**config.mk**
```make
export PLATFORM = sky130hd
export DESIGN_NAME = sdw_wrap_regs
export DESIGN_NICKNAME = d
export VERILOG_FILES = /design/src/rtl/sdw_pkg.sv /design/src/rtl/sdw_decode.sv /design/src/rtl/sdw_bank.sv /design/src/rtl/sdw_slot_regs.sv /design/src/rtl/sdw_wrap_regs.sv
export SDC_FILE = /design/constraint.sdc
export NUM_CORES = 2
export LEC_CHECK = 0
export BUFFER_PORTS_ARGS = -buffer_cell sky130_fd_sc_hd__buf_4
export CORE_MARGIN = 1
export CORE_UTILIZATION = 52
export DETAILED_ROUTE_END_ITERATION = 12
export MAX_ROUTING_LAYER = met4
export PLACE_DENSITY = 0.68
export SETUP_SLACK_MARGIN = 0.4
export SLEW_MARGIN = 20
export SYNTH_ARGS = -nofsm -noshare
export SYNTH_HDL_FRONTEND = slang
export SYNTH_SLANG_ARGS = --single-unit
```
**constraint.sdc**
```tcl
create_clock -name clk -period 4 [get_ports clk]
set_input_delay 0 -clock clk [delete_from_list [all_inputs] [get_ports clk]]
set_output_delay 0 -clock clk [all_outputs]
set_load 0.01 [all_outputs]
```
**src/rtl/sdw_pkg.sv**
```systemverilog
package sdw_pkg;

    localparam int DW          = 32;
    localparam int MAX_SLOTS   = 2;
    localparam int BANK_WORDS  = 64;
    localparam int WORD_AW     = $clog2(BANK_WORDS);
    localparam int GLOBAL_BITS = WORD_AW + 2;

    localparam logic [DW-1:0] INFO_RST   = 32'h0003_0000;
    localparam logic [DW-1:0] DEBNC_RST  = 32'h0000_0005;
    localparam logic [WORD_AW-1:0] W_INFO  = 6'h00;
    localparam logic [WORD_AW-1:0] W_DEBNC = 6'h01;
    localparam logic [WORD_AW-1:0] W_IRQ   = 6'h3F;

    typedef enum logic [2:0] {
        HIT_NONE,
        HIT_BANK,
        HIT_CAP,
        HIT_CUR,
        HIT_IRQ
    } hit_e;

    typedef struct packed {
        logic               ok;
        hit_e               hit;
        logic               slot;
        logic [WORD_AW-1:0] word;
    } dec_t;

    function automatic logic [DW-1:0] bank_reset(input int w);
        if (w == int'(W_INFO))  return INFO_RST;
        if (w == int'(W_DEBNC)) return DEBNC_RST;
        return '0;
    endfunction

endpackage

```
**src/rtl/sdw_decode.sv**
```systemverilog
module sdw_decode
    import sdw_pkg::*;
#(
    parameter int ADDR_W    = 12,
    parameter int NUM_SLOTS = 2
) (
    input  logic                 req_valid,
    input  logic [ADDR_W-1:0]    addr,
    input  logic [3:0]           be,
    output dec_t                 dec,
    output logic [NUM_SLOTS-1:0] win_sel
);

    localparam int HI_W = ADDR_W - GLOBAL_BITS;

    logic [WORD_AW-1:0] w;
    logic               in_global;
    logic               full;
    logic               is_alias;
    logic               slot_bit;

    assign w         = addr[GLOBAL_BITS-1:2];
    assign in_global = (addr[ADDR_W-1:GLOBAL_BITS] == '0);
    assign full      = (be == 4'hF) && (addr[1:0] == 2'b00);
    // alias words 4,6 (slot 0) and 8,10 (slot 1): bits[3:2] in {01,10}, bit0 clear
    assign is_alias  = (w[5:4] == 2'b00) && (w[3] ^ w[2]) && !w[0];
    assign slot_bit  = w[3];

    always_comb begin
        dec      = '0;
        dec.word = w;
        dec.slot = slot_bit;
        dec.ok   = full && in_global;
        if (!dec.ok) begin
            dec.hit = HIT_NONE;
        end else if (w == W_IRQ) begin
            dec.hit = HIT_IRQ;
        end else if (is_alias && (int'(slot_bit) < NUM_SLOTS)) begin
            dec.hit = w[1] ? HIT_CUR : HIT_CAP;
        end else begin
            dec.hit = HIT_BANK;
        end
    end

    for (genvar n = 0; n < NUM_SLOTS; n++) begin : g_win
        assign win_sel[n] = req_valid &&
                            (addr[ADDR_W-1:GLOBAL_BITS] == HI_W'(n + 1));
    end

endmodule

```
**src/rtl/sdw_bank.sv**
```systemverilog
module sdw_bank
    import sdw_pkg::*;
#(
    parameter int WORDS = BANK_WORDS
) (
    input  logic                     clk,
    input  logic                     rst,
    input  logic                     we,
    input  logic [$clog2(WORDS)-1:0] idx,
    input  logic [DW-1:0]            wdata,
    output logic [DW-1:0]            rdata
);

    logic [DW-1:0] mem [WORDS];

    always_ff @(posedge clk) begin
        if (rst) begin
            for (int i = 0; i < WORDS; i++) begin
                mem[i] <= bank_reset(i);
            end
        end else if (we) begin
            mem[idx] <= wdata;
        end
    end

    assign rdata = mem[idx];

endmodule

```
**src/rtl/sdw_slot_regs.sv**
```systemverilog
module sdw_slot_regs
    import sdw_pkg::*;
#(
    parameter int              NUM_SLOTS = 2,
    parameter logic [DW-1:0]   CAP_RESET = 32'h01E8_0080,
    parameter logic [DW-1:0]   CUR_RESET = 32'h0000_0000
) (
    input  logic                          clk,
    input  logic                          rst,
    input  logic                          we_cap,
    input  logic                          we_cur,
    input  logic                          slot,
    input  logic [DW-1:0]                 wdata,
    output logic [NUM_SLOTS-1:0][DW-1:0]  cap,
    output logic [NUM_SLOTS-1:0][DW-1:0]  cur
);

    for (genvar n = 0; n < NUM_SLOTS; n++) begin : g_slot
        logic hit;
        assign hit = (slot == 1'(n));

        always_ff @(posedge clk) begin
            if (rst) begin
                cap[n] <= CAP_RESET;
                cur[n] <= CUR_RESET;
            end else begin
                if (we_cap && hit) cap[n] <= wdata;
                if (we_cur && hit) cur[n] <= wdata;
            end
        end
    end

endmodule

```
**src/rtl/sdw_wrap_regs.sv**
```systemverilog
module sdw_wrap_regs
    import sdw_pkg::*;
#(
    parameter int            ADDR_W    = 12,
    parameter int            NUM_SLOTS = 2,
    parameter logic [31:0]   CAP_RESET = 32'h01E8_0080,
    parameter logic [31:0]   CUR_RESET = 32'h0000_0000
) (
    input  logic                         clk,
    input  logic                         rst,
    input  logic                         req_valid,
    input  logic                         req_write,
    input  logic [ADDR_W-1:0]            req_addr,
    input  logic [3:0]                   req_be,
    input  logic [31:0]                  req_wdata,
    output logic                         rsp_valid,
    output logic [31:0]                  rsp_rdata,
    output logic [NUM_SLOTS-1:0][31:0]   slot_cap,
    output logic [NUM_SLOTS-1:0][31:0]   slot_cur,
    input  logic [NUM_SLOTS-1:0]         slot_irq,
    output logic                         irq_out,
    output logic [NUM_SLOTS-1:0]         slot_sel
);

    dec_t          dec;
    logic          wr_go;
    logic          rd_go;
    logic [DW-1:0] bank_q;
    logic [DW-1:0] rd_mux;
    logic [DW-1:0] irq_word;

    sdw_decode #(.ADDR_W(ADDR_W), .NUM_SLOTS(NUM_SLOTS)) u_dec (
        .req_valid (req_valid),
        .addr      (req_addr),
        .be        (req_be),
        .dec       (dec),
        .win_sel   (slot_sel)
    );

    assign wr_go = req_valid &&  req_write;
    assign rd_go = req_valid && !req_write;

    sdw_bank #(.WORDS(BANK_WORDS)) u_bank (
        .clk   (clk),
        .rst   (rst),
        .we    (wr_go && (dec.hit == HIT_BANK)),
        .idx   (dec.word),
        .wdata (req_wdata),
        .rdata (bank_q)
    );

    sdw_slot_regs #(
        .NUM_SLOTS (NUM_SLOTS),
        .CAP_RESET (CAP_RESET),
        .CUR_RESET (CUR_RESET)
    ) u_slots (
        .clk    (clk),
        .rst    (rst),
        .we_cap (wr_go && (dec.hit == HIT_CAP)),
        .we_cur (wr_go && (dec.hit == HIT_CUR)),
        .slot   (dec.slot),
        .wdata  (req_wdata),
        .cap    (slot_cap),
        .cur    (slot_cur)
    );

    assign irq_word = DW'(slot_irq);
    assign irq_out  = |slot_irq;

    always_comb begin
        case (dec.hit)
            HIT_BANK: rd_mux = bank_q;
            HIT_CAP:  rd_mux = slot_cap[int'(dec.slot) % NUM_SLOTS];
            HIT_CUR:  rd_mux = slot_cur[int'(dec.slot) % NUM_SLOTS];
            HIT_IRQ:  rd_mux = irq_word;
            default:  rd_mux = '0;
        endcase
    end

    always_ff @(posedge clk) begin
        if (rst) begin
            rsp_valid <= 1'b0;
            rsp_rdata <= '0;
        end else begin
            rsp_valid <= rd_go;
            rsp_rdata <= rd_go ? rd_mux : '0;
        end
    end

endmodule

```
==> out/metrics.yaml <==
crit_type: "in2reg"
totalPowerFinal_mw: 51.2
grtUsageTotal: 0.385
crit_top_cell: "dlygate4sd3_1"
slowest_stage: "nor3_1"
die-width_um: 439
dr.pass1.iters: 9
route.detailed.drc: 0
place_congestion: 1.06
skew_ps: 53.8
hold_depth: 6
fin_ws_ps: 515
wl_per_cell_um: 35.7
placed_cells: 9685
drt_iter0_drc: 12083
post-place-ws_ps: 693
cap_violations: 0
power_frac_comb: 0.081
synth-seq-cells: 2209
fin_setup_tns_ps: 0
cp_cell_sequence: "dlygate4sd3_1 > buf_4 > dlygate4sd3_1 > nor3b_1 > dlygate4sd3_1 > and4_1 > nand2b_1 > buf_4 > nor3_1 > a32o_1"
overflow: 0
critPathMaxStageDelay_ps: 680
ir_worst_vdd_mv: 0.403
synthArstFlopShare: 0
antenna_found_initial: 39
powerDensity_nw_per_um2: 456
r2r_start: "u_bank.mem[61][6]"
worst_pin_slew_ps: 1380
layout-drive-gt1-share: 0.181
fin_cells: 10186
hold_viol_final: 0
reg2reg_depth: 6
power.share.sequential: 0.518
r2r-end: "rsp_rdata[6]"
internal-power_mw: 38.9
register_area_sq_um: 64700
viasPerCell: 6.61
io_pins: 218
dieArea_sq_um: 193000
outcome: "complete, no violations"
cts.clk_slew.worst_paths_ps: 60
max_freq_mhz: 287
area_growth_pct: 12.8
nFillCells: 14762
die_h_um: 439
hold_path_class: "in2reg"
grt_max_degree: 96
slew-limit-headroom: 0.0726
start_util: 0.523
ys_warn_count: 0
arrival_ps: 4280
leakagePower_nw: 39.3
cts.sinks: 2209
yosysSeqAreaShare: 0.650
cts_tree: "done"
cp_max_fo: 8
syn-cell-area_sq_um: 99500
p_sw_mw: 12.3
r2r_slack_ps: 1120
syn-instance-count: 7387
cts-root-buf: "clkbuf_16"
ant_nets: 0
min_period_over_period: 0.871
min_from: "req_addr[0]"
clkPwrFrac: 0.401
critPathTopFamily: "buffers and inverters"
rows: 160
finalSetupViolCount: 0
vias: 67350
rsz0062_at_grt: "no"
cts_resized: 0
cp-end-kind: "flop"
synthesis.nets: 7442
multi_input_area_sq_um: 31900
ys.flop_type: "edfxtp_1"
h-tree-depth: 4
final_nets: 7502
grt_pass1_vias: 63876
synth_edf_count: 2048
period_minus_slack_ps: 3480
numCtsBuffers: 222
ys_types: 69
cts_max_path_buffers: 3
grt_pass1_wl_um: 502000
cp_num_buf_inv: 5
required_ps: 4800
whs_ps: 69.4
place_hpwl_um: 217000
coreArea_sq_um: 190000
swShare: 0.241
syn-mean-instance-area_sq_um: 13.5
clock_latency_ps: 900
io_buffer_count: 217
slew_violations: 0
routed_wl_um: 364000
start_kind: "input port"
min_to: "rsp_rdata[9]"
## power groups by stage
stage | clock (mW) | sequential (mW) | combinational [mW]
after floorplan | 0 | 26.9 | 2.02
after global placement | 0 | 26.9 | 3.90
after detailed placement | 0 | 27.0 | 3.91
after CTS | 20.5 | 26.5 | 3.96
after global routing | 21.4 | 26.6 | 4.13
final | 20.5 | 26.5 | 4.12
## kinds of logic (layout without fill, tap and decap cells)
family,Yosys count,after routing,synth area share
other,0,38,0
buffers and inverters,767,1017,0.0320
AND/OR/NAND/NOR,2808,2808,0.163
adder cells (fa/ha/maj),1,1,0.000126
flip-flops,2209,2209,0.650
AO/OA/AOI/OAI,1024,1024,0.0686
multiplexers,578,578,0.0860
## metrics by stage
step                 util  area (sq um)
finish              0.590        112000
global route        0.590        112000
CTS                 0.589        112000
detailed placement  0.550        105000
global placement    0.550        105000
floorplan               -         99500
## area by class of cell
| class | instances | share of cell area |
|---|---|---|
| antenna | 38 | 0.000847 |
| tap | 2511 | 0.0280 |
| clock inverter | 119 | 0.00900 |
| inverter | 4 | 0.000201 |
| sequential | 2209 | 0.577 |
| multi-input combinational | 4411 | 0.284 |
| timing repair buffer | 599 | 0.0477 |
| clock buffer | 295 | 0.0534 |
## worst max path at each step
stage	from	end	cells after the start
floorplan	req_addr[4]	u_bank.mem[62][0]	7
global placement	req_addr[3]	rsp_rdata[1]	9
detailed placement	req_addr[2]	rsp_rdata[1]	9
CTS	req_write	rsp_rdata[15]	10
global route	req_write	rsp_rdata[15]	10
finish	req_write	rsp_rdata[15]	10
## placed cells by master, fill, tap and decap left out, drive strengths merged, types with 14 or more instances in the layout
master / count
a221oi: 17
a2bb2oi: 20
nand2: 418
mux2: 161
edfxtp: 2048
o21ai: 129
dlygate4sd3: 48
a32o: 14
nor2: 156
nor3: 19
dfxtp: 161
and2: 2046
or2: 70
a211oi: 28
a221o: 15
mux2i: 212
o221ai: 137
a21oi: 220
buf: 551
a22oi: 32
o22a: 15
clkinv: 98
o41ai: 14
o22ai: 307
clkbuf: 295
nand3b: 16
mux4: 205
diode: 38
nand3: 18
bufinv: 15
## flip-flops by register name, summed over array words and instances, names as in the netlist
name,flops
u_bank.mem,2048
u_slots.cap,64
u_slots.cur,64
rsp_rdata,32
rsp_valid,1
## routing by layer
layer | global-route usage | vias up | part of all wire
li1 | - | 27066 | -
met1 | 0.480 | 33714 | 0.34
met2 | 0.550 | 5470 | 0.44
met3 | 0.120 | 1100 | 0.14
met4 | 0.229 | 0 | 0.071
met5 | - | - | 0
## tightest hold or removal path: cells and delay by family
kind,cells,cell delay [ps]
AOI/OAI and AO/OA,1,60
and+or+nand+nor,3,430
buffers and inverters,2,400
## cell usage after synthesis, types with 137 or more instances
library cell / n / share of area
a21oi_1: 220 / 0.011
and2_1: 2045 / 0.13
clkbuf_1: 583 / 0.022
dfxtp_1: 161 / 0.032
edfxtp_1: 2048 / 0.62
mux2_2: 161 / 0.018
mux2i_1: 212 / 0.021
mux4_2: 205 / 0.046
nand2_1: 418 / 0.016
nor2_1: 156 / 0.0059
o221ai_1: 137 / 0.012
o22ai_1: 307 / 0.019
## what timing repair did
action	4_1_cts	5_1_grt
endpoints found under the setup margin	0	0
hold buffers	48	0
hold endpoints to repair	907	0
buffers inserted	0	0
Note: power is estimated with default switching activity, not from simulation.
